`src/rtl/afc_pkg.sv`:
```
package afc_pkg;
  localparam int GEAR_W = 3;

  typedef struct packed {
    logic              halve;
    logic              en;
    logic [GEAR_W-1:0] gear_hi;
    logic [GEAR_W-1:0] gear_lo;
  } afc_ctrl_t;
endpackage

```
`src/rtl/afc_gear.sv`:
```
module afc_gear #(
  parameter int ERR_W        = 10,
  parameter int OUT_W        = 13,
  parameter int GEAR_SAMPLES = 16
) (
  input  logic                          clk_i,
  input  logic                          rst_ni,
  input  logic                          clear_i,
  input  logic                          step_i,
  input  logic signed [ERR_W-1:0]       err_i,
  input  logic [afc_pkg::GEAR_W-1:0]    gear_hi_i,
  input  logic [afc_pkg::GEAR_W-1:0]    gear_lo_i,
  output logic signed [OUT_W-1:0]       scaled_o
);
  localparam int CNT_W = $clog2(GEAR_SAMPLES + 1);

  logic [CNT_W-1:0]              cnt_q;
  logic                          acq;
  logic [afc_pkg::GEAR_W-1:0]    shift;
  logic signed [OUT_W-1:0]       err_x;

  assign acq   = cnt_q < CNT_W'(GEAR_SAMPLES);
  assign shift = acq ? gear_hi_i : gear_lo_i;
  assign err_x = OUT_W'(err_i);
  assign scaled_o = err_x >>> shift;

  always_ff @(posedge clk_i or negedge rst_ni) begin
    if (!rst_ni)                cnt_q <= '0;
    else if (clear_i)           cnt_q <= '0;
    else if (step_i && acq)     cnt_q <= cnt_q + 1'b1;
  end
endmodule

```
`src/rtl/afc_limit.sv`:
```
module afc_limit #(
  parameter int DEV_W = 9
) (
  input  logic [DEV_W-1:0] dev_i,
  input  logic             high_band_i,
  input  logic             halve_i,
  output logic [DEV_W:0]   limit_o
);
  logic [DEV_W:0] base;

  assign base    = high_band_i ? {dev_i, 1'b0} : {1'b0, dev_i};
  assign limit_o = halve_i ? (base >> 1) : base;
endmodule

```
`src/rtl/afc_accum.sv`:
```
module afc_accum #(
  parameter int ACC_W = 12,
  parameter int LIM_W = 10
) (
  input  logic                    clk_i,
  input  logic                    rst_ni,
  input  logic                    clear_i,
  input  logic                    step_i,
  input  logic signed [ACC_W:0]   inc_i,
  input  logic [LIM_W-1:0]        limit_i,
  output logic signed [ACC_W-1:0] acc_o
);
  localparam int CMP_W = (ACC_W + 1 > LIM_W) ? ACC_W + 1 : LIM_W;
  localparam logic signed [ACC_W:0] SAT_MAX = {2'b00, {(ACC_W-1){1'b1}}};
  localparam logic signed [ACC_W:0] SAT_MIN = {2'b11, {(ACC_W-1){1'b0}}};

  logic signed [ACC_W-1:0] acc_q, sat_v;
  logic signed [ACC_W:0]   sum, ext;
  logic [ACC_W:0]          mag;
  logic                    runaway;

  assign sum = $signed({acc_q[ACC_W-1], acc_q}) + inc_i;

  always_comb begin
    if (sum > SAT_MAX)      sat_v = SAT_MAX[ACC_W-1:0];
    else if (sum < SAT_MIN) sat_v = SAT_MIN[ACC_W-1:0];
    else                    sat_v = sum[ACC_W-1:0];
  end

  assign ext     = $signed({sat_v[ACC_W-1], sat_v});
  assign mag     = ext[ACC_W] ? unsigned'(-ext) : unsigned'(ext);
  assign runaway = CMP_W'(mag) > CMP_W'(limit_i);

  always_ff @(posedge clk_i or negedge rst_ni) begin
    if (!rst_ni)      acc_q <= '0;
    else if (clear_i) acc_q <= '0;
    else if (step_i)  acc_q <= runaway ? '0 : sat_v;
  end

  assign acc_o = acc_q;
endmodule

```
`src/rtl/afc_offset_ctrl.sv`:
```
module afc_offset_ctrl #(
  parameter int ERR_W        = 10,
  parameter int OFS_W        = 10,
  parameter int GUARD_W      = 2,
  parameter int DEV_W        = 9,
  parameter int GEAR_SAMPLES = 16
) (
  input  logic                          clk_i,
  input  logic                          rst_ni,
  input  logic [7:0]                    ctrl_i,
  input  logic                          high_band_i,
  input  logic [DEV_W-1:0]              dev_i,
  input  logic signed [OFS_W-1:0]       static_ofs_i,
  input  logic                          err_valid_i,
  input  logic signed [ERR_W-1:0]       err_i,
  input  logic                          preamble_det_i,
  input  logic                          pkt_end_i,
  input  logic                          multi_pkt_i,
  output logic signed [OFS_W+GUARD_W-1:0] corr_o,
  output logic                          frozen_o
);
  localparam int ACC_W = OFS_W + GUARD_W;
  localparam int LIM_W = DEV_W + 1;

  afc_pkg::afc_ctrl_t     ctrl;
  logic                   clear, step, frz_q;
  logic signed [ACC_W:0]  inc;
  logic [LIM_W-1:0]       limit;
  logic signed [ACC_W-1:0] acc, st_x;

  assign ctrl  = afc_pkg::afc_ctrl_t'(ctrl_i);
  // packet clear wins over sample and preamble
  assign clear = ctrl.en && multi_pkt_i && pkt_end_i;
  assign step  = ctrl.en && !clear && !preamble_det_i && !frz_q && err_valid_i;

  always_ff @(posedge clk_i or negedge rst_ni) begin
    if (!rst_ni)                         frz_q <= 1'b0;
    else if (clear)                      frz_q <= 1'b0;
    else if (ctrl.en && preamble_det_i)  frz_q <= 1'b1;
  end

  afc_gear #(
    .ERR_W       (ERR_W),
    .OUT_W       (ACC_W + 1),
    .GEAR_SAMPLES(GEAR_SAMPLES)
  ) u_gear (
    .clk_i     (clk_i),
    .rst_ni    (rst_ni),
    .clear_i   (clear),
    .step_i    (step),
    .err_i     (err_i),
    .gear_hi_i (ctrl.gear_hi),
    .gear_lo_i (ctrl.gear_lo),
    .scaled_o  (inc)
  );

  afc_limit #(.DEV_W(DEV_W)) u_limit (
    .dev_i       (dev_i),
    .high_band_i (high_band_i),
    .halve_i     (ctrl.halve),
    .limit_o     (limit)
  );

  afc_accum #(.ACC_W(ACC_W), .LIM_W(LIM_W)) u_accum (
    .clk_i   (clk_i),
    .rst_ni  (rst_ni),
    .clear_i (clear),
    .step_i  (step),
    .inc_i   (inc),
    .limit_i (limit),
    .acc_o   (acc)
  );

  assign st_x     = ACC_W'(static_ofs_i);
  assign corr_o   = ctrl.en ? acc : st_x;
  assign frozen_o = frz_q;
endmodule

```
`config.mk`:
```
export PLATFORM = sky130hd
export DESIGN_NAME = afc_offset_ctrl
export DESIGN_NICKNAME = d
export VERILOG_FILES = /design/src/rtl/afc_pkg.sv /design/src/rtl/afc_gear.sv /design/src/rtl/afc_limit.sv /design/src/rtl/afc_accum.sv /design/src/rtl/afc_offset_ctrl.sv
export SDC_FILE = /design/constraint.sdc
export NUM_CORES = 1
export LEC_CHECK = 0
export BUFFER_PORTS_ARGS = -buffer_cell sky130_fd_sc_hd__buf_4
export CORE_AREA = 2 2 75 77
export CTS_BUF_LIST = sky130_fd_sc_hd__clkbuf_8 sky130_fd_sc_hd__clkbuf_16
export DETAILED_ROUTE_END_ITERATION = 6
export DIE_AREA = 0 0 77 79
export PLACE_DENSITY = 0.87
export SETUP_SLACK_MARGIN = 0.1
export SYNTH_ARGS = -nofsm -noshare
export SYNTH_HDL_FRONTEND = slang
export SYNTH_SLANG_ARGS = --single-unit
```
`constraint.sdc`:
```
create_clock -name clk_i -period 11.03 [get_ports clk_i]
set_clock_uncertainty 0.1 [all_clocks]
set_input_delay 0.5515 -clock clk_i [delete_from_list [all_inputs] [get_ports clk_i]]
set_output_delay 0.5515 -clock clk_i [all_outputs]
set_load 0.01 [all_outputs]
```
-- Word level (Yosys, flattened, before mapping)
Cells that the tools add are included.
- register bits after elaboration: 18
- logic and storage cells: 39
- $lt $le $gt $ge: 4
- add/sub/neg operators: 3
- reduce and logical (&&, ||, !) cells: 14
- shift operators: 1
- mux-type cells: 14
- operators by type and width (kind ; number):
    12-bit 2-to-1 mux ; 6
    10-bit 2-to-1 mux ; 2
    12-bit by 13-bit adder with 13-bit output ; 1
    13-bit by 10-bit > comparator with 1-bit output ; 1
    13-bit by 12-bit > comparator with 1-bit output, second input constant ; 1
    13-bit by 12-bit less-than comparator with 1-bit output, second input constant ; 1
    13-bit 2-to-1 mux ; 1
    12-bit negation with 13-bit output ; 1
    10-bit by 3-bit >>> shifter with 13-bit output ; 1
    5-bit 2-to-1 mux ; 2
    1-bit logical AND ; 8
    2-bit nonzero test ; 3
    5-bit by 1-bit adder with 5-bit output, second input constant ; 1
    5-bit less-than comparator, second input constant ; 1
    1-bit logical NOT ; 3
    3-bit 2-to-1 mux ; 1
    1-bit 2-to-1 mux ; 2

-- Longest topological paths before layout
- word-level depth: 13
- depth in mapped cells: 32
- gate-level depth less buffers: 30

-- Hierarchy
A second synthesis with hierarchy kept.
- cells, all modules: 362
- area, all modules: 3205.6 um^2
- modules (own cells, without submodules) (module ; sequential area each (um^2) ; area each (um^2) ; times used ; cells each):
    afc_accum ; 300.3 ; 2089.5 ; 1 ; 245
    afc_gear ; 125.1 ; 643.1 ; 1 ; 68
    afc_offset_ctrl ; 25.0 ; 239.0 ; 1 ; 24
    afc_limit ; 0.0 ; 234.0 ; 1 ; 25

-- Least setup slack after synthesis
Ideal clock, no wire load.
- path type: register -> register
- from: register u_gear.cnt_q[4]
- to: register u_accum.acc_q[2] (netlist: u_accum.acc_o[2])
- setup slack: 4399 ps
- cell stages (with the launch flop): 30
- path buffers: 2
- arrival time: 6410 ps
- path through: dfrtp_1 > clkbuf_1 > mux2i_1 > mux4_2 > nand2_1 > nand2_1 > ha_1 > inv_1 > fa_1 > nand3b_1 > a211o_1 > a21o_1 > nand2b_1 > clkbuf_1 > o21ai_0 > a21oi_1 > a21oi_1 > inv_1 > ha_1 > or4b_4 > o31ai_1 > xnor2_1 > ha_1 > nand3_1 > a21oi_1 > a211oi_1 > or3_1 > nor2b_1 > mux2_4 > a22o_1
- word-level cells in the longest chain between the ends: 13
- elaborated cells between the ends (all ways): 14
- classes of those cells: add/sub: 2; order compare: 4; shift: 1; mux: 7
- ends and longest elaborated chain (item ; RTL line ; text):
    start: declaration ; afc_gear.sv:17 ; logic [CNT_W-1:0] cnt_q;
    start signal: assignment ; afc_gear.sv:30 ; else if (step_i && acq) cnt_q <= cnt_q + 1'b1;
    5-bit less-than comparator (*) ; afc_gear.sv:22 ; assign acq = cnt_q < CNT_W'(GEAR_SAMPLES);
    3-bit 2-to-1 mux (*) ; afc_gear.sv:23 ; assign shift = acq ? gear_hi_i : gear_lo_i;
    10-bit by 3-bit >>> shifter with 13-bit output (*) ; afc_gear.sv:25 ; assign scaled_o = err_x >>> shift;
    12-bit by 13-bit adder with 13-bit output (*) ; afc_accum.sv:22 ; assign sum = $signed({acc_q[ACC_W-1], acc_q}) + inc_i;
    13-bit by 12-bit less-than comparator with 1-bit output ; afc_accum.sv:26 ; else if (sum < SAT_MIN) sat_v = SAT_MIN[ACC_W-1:0];
    12-bit 2-to-1 mux ; afc_accum.sv:26 ;
    12-bit 2-to-1 mux (*) ; afc_accum.sv:25 ; if (sum > SAT_MAX) sat_v = SAT_MAX[ACC_W-1:0];
    12-bit negation with 13-bit output ; afc_accum.sv:31 ; assign mag = ext[ACC_W] ? unsigned'(-ext) : unsigned'(ext);
    13-bit 2-to-1 mux ; afc_accum.sv:31 ;
    13-bit by 10-bit > comparator with 1-bit output ; afc_accum.sv:32 ; assign runaway = CMP_W'(mag) > CMP_W'(limit_i);
    12-bit 2-to-1 mux (*) (2 in series) ; afc_accum.sv:37 ; else if (step_i) acc_q <= runaway ? '0 : sat_v;
    12-bit 2-to-1 mux (*) ; afc_accum.sv:36 ; else if (clear_i) acc_q <= '0;
    end signal: assignment ; afc_accum.sv:37 ;
    end: declaration ; afc_accum.sv:17 ; logic signed [ACC_W-1:0] acc_q, sat_v;
Mark *: on every way between the ends. The rest lies on a longest branch, timed or not. The select of a mux whose other input is x is not followed.
A chain may end at the register's enable or synchronous reset.

-- Final worst setup path
- from: register u_gear.cnt_q[4]
- to: register u_accum.acc_q[7] (netlist: u_accum.acc_o[7])
Same word-level chain as after synthesis.

==> results.cfg <==
[worst_setup_path]
cp.arrival_ps = 7510
startpoint_type = flop
r2r_slack_ps = 3550
crit_path_end_kind = flop
critPathMaxFanout = 12
required_ps = 11060
path_class = flop to flop
rr_worst_depth = 26

[clock_network]
cts_sinks = 18
cts-resized-gates = 0
hold_buffers = 0
clk_pin_slew_ps = 60
cts-root-buf = clkbuf_8
h-tree-depth = 1
cts_tree = yes
cts_setup_buffers = 0
clockBufferDepth = 2
clk_latency_ps = 250
numCtsBuffers = 3

[routing]
drtIter0Drc = 293
vias = 3104
routedWlPerCell_um = 16.91
detail_route.vias_per_cell = 6.335
routed_wl_mm = 8.286
drc = 0
first_pass_iters = 5
ant_nets = 0

[floorplanning]
io_pins = 57
rows = 27
die_w_um = 77
start_util_pct = 56.84
die_h_um = 79
core_area_mm2 = 0.005338
dieArea_mm2 = 0.006083

[final_layout]
nNetsFinal = 490
drive_above_1_share_pct = 22.25
multi_input_area_mm2 = 0.002462
seq_area_um2 = 450.4
syn_to_final_growth_pct = 16.00
nFillCells = 446
antenna_cells = 0
design_area_mm2 = 0.003520

[power]
power.total_mw = 0.9843
p_per_area_mw_per_mm2 = 279.7
ir_drop_v = 0.0002010
p_leak_nw = 1.645

[status]
outcome = complete, no violations

[hold_path]
holdCritPathClass = primary input to async pin

[synth]
yosys-top-cells-area = dfrtp_1 (15%), ha_1 (11%), mux2i_1 (7.3%)
synth.ff_latch_count = 18
netlist-cell-type-count = 62
synth_top_area_share_pct = 14.85
syn_inst = 376
synth_area_per_cell_um2 = 8.070
synth.yosys.seq_area_share_pct = 14.85
async_flop_share_pct = 100.0
synth-edff-count = 0
yosysWarnings = 0
syn_area_mm2 = 0.003034
yosys_most_used_dff = dfrtp_1
syn-num-nets = 447
synth.largest_area_cell = dfrtp_1

[global_route]
grt_overflow = 0
antenna_found_initial = 0
grt_pass1_vias = 2821
grt_util_all_layers_pct = 26.54
grt_pass1_wl_mm = 13.28
grt_max_degree = 30

[timing]
rsz0062_at_grt = no
tns_ps = 0
drv_slew = 0
finalCritPeriodShare_pct = 67.82
worst_slack_ps = 3549
setup_viol = 0
period_needed_ps = 7481
max_slew_margin_pct = 24.33
clock.fmax_mhz = 133.7
hold_viol = 0
hold_ws_ps = 58.47
tightest_slew_ps = 1103

[placed_design]
port_buffers = 56
place_area_mm2 = 0.003465
dpl_worst_slack_ps = 3542
dp_hpwl_mm = 6.446
finalWeightedCongestion = 0.9808

[run]
max-cap-violations = 0
==> metrics by stage <==
step / instances / utilization, %
2_1_floorplan: 376 / -
6_report: 490 / 65.94
4_1_cts: 490 / 65.94
5_1_grt: 490 / 65.94
3_5_place_dp: 486 / 64.91
3_3_place_gp: 486 / 64.91
==> worst paths after layout <==
check | to | start
min reg2reg | u_gear.cnt_q[0]$_DFFE_PN0P_ | u_gear.cnt_q[0]$_DFFE_PN0P_
max in group asynchronous | u_accum.acc_o[3]$_DFFE_PN0P_ | rst_ni
min in group clk_i | u_gear.cnt_q[0]$_DFFE_PN0P_ | u_gear.cnt_q[0]$_DFFE_PN0P_
max reg2reg | u_accum.acc_o[7]$_DFFE_PN0P_ | u_gear.cnt_q[4]$_DFFE_PN0P_
min | u_gear.cnt_q[1]$_DFFE_PN0P_ | rst_ni
max | u_accum.acc_o[7]$_DFFE_PN0P_ | u_gear.cnt_q[4]$_DFFE_PN0P_
==> synth_stat cells (4+ instances only) <==
| cell | instances |
|---|---|
| nor3_1 | 6 |
| maj3_1 | 10 |
| a31oi_1 | 4 |
| a21oi_1 | 29 |
| mux4_2 | 4 |
| nand2_1 | 50 |
| and2_1 | 4 |
| clkbuf_1 | 13 |
| xnor2_1 | 8 |
| nand4_1 | 6 |
| a21o_1 | 7 |
| nand2b_1 | 5 |
| ha_1 | 26 |
| inv_1 | 9 |
| o211ai_1 | 5 |
| mux2i_1 | 22 |
| nand3_1 | 9 |
| xor2_1 | 9 |
| nor2_1 | 23 |
| a22o_1 | 12 |
| mux2_2 | 18 |
| o21ai_0 | 24 |
| dfrtp_1 | 18 |
==> cells in the final DEF, fill, tap and decap left out, drive strengths merged, types with 5 or more instances in the layout <==
cell / count
a22o: 12
mux2i: 22
maj3: 10
nand2: 50
nand4: 6
o211ai: 6
nand3: 9
inv: 10
a21o: 7
buf: 56
nand2b: 5
nor3: 6
ha: 26
mux2: 19
dfrtp: 18
o21ai: 26
nor2: 23
xnor2: 8
xor2: 9
a21oi: 29
==> registers in the layout (all words and copies together) (netlist names) <==
register       cells
u_accum.acc_o     12
u_gear.cnt_q       5
frozen_o           1
==> area by class of cell <==
class | instances | share of cell area [%]
clock buffers | 4 | 1.564
flip-flops and latches | 18 | 12.80
multi-input cells | 329 | 69.96
inverters | 11 | 1.173
well taps | 72 | 2.560
repair buffers | 56 | 11.94
==> worst max-delay path, cell delays in order (launching register included) <==
cell      delay, ps
dfrtp_1         480
mux2i_1         940
mux4_2          660
nand2_1          80
o21ai_0         100
ha_1            420
o211ai_1        150
o211ai_2        300
a311o_1         550
nand2_1         160
nand3_1         260
a21oi_1          70
nor2_1           90
nor2_1           70
inv_1            90
ha_1            200
or4b_4          500
o31ai_1         310
xnor2_1         120
ha_1            320
nand3_1         100
a21oi_1         150
a211oi_1         50
or3_1           410
nor2b_1         160
mux2_4          320
a22o_1          210
==> cell families after synthesis <==
family / after synthesis / synth area share, %
and+or+nand+nor: 122 / 19.26
AOI/OAI and AO/OA: 108 / 24.91
buffers and inverters: 29 / 4.000
adders and majority gates: 37 / 14.68
xor gates and xnor gates: 17 / 4.907
muxes: 45 / 17.40
DFF: 18 / 14.85
==> report_power, final <==
part           leakage [nW]  switching (mW)  internal, mW
clock network        0.0288          0.0208        0.0317
registers             0.246          0.0264        0.0850
logic                  1.37           0.472         0.348
==> per-layer routing <==
| layer | GRT usage (%) | vias to the layer above | wire length (um) |
|---|---|---|---|
| met2 | 47.63 | 119 | 4067 |
| met5 | 0 | - | 0 |
| met4 | 7.143 | 0 | 190 |
| met1 | 34.50 | 1484 | 3546 |
| li1 | - | 1487 | - |
| met3 | 2.159 | 14 | 481 |
No activity file was read; power rests on OpenSTA's default activity.
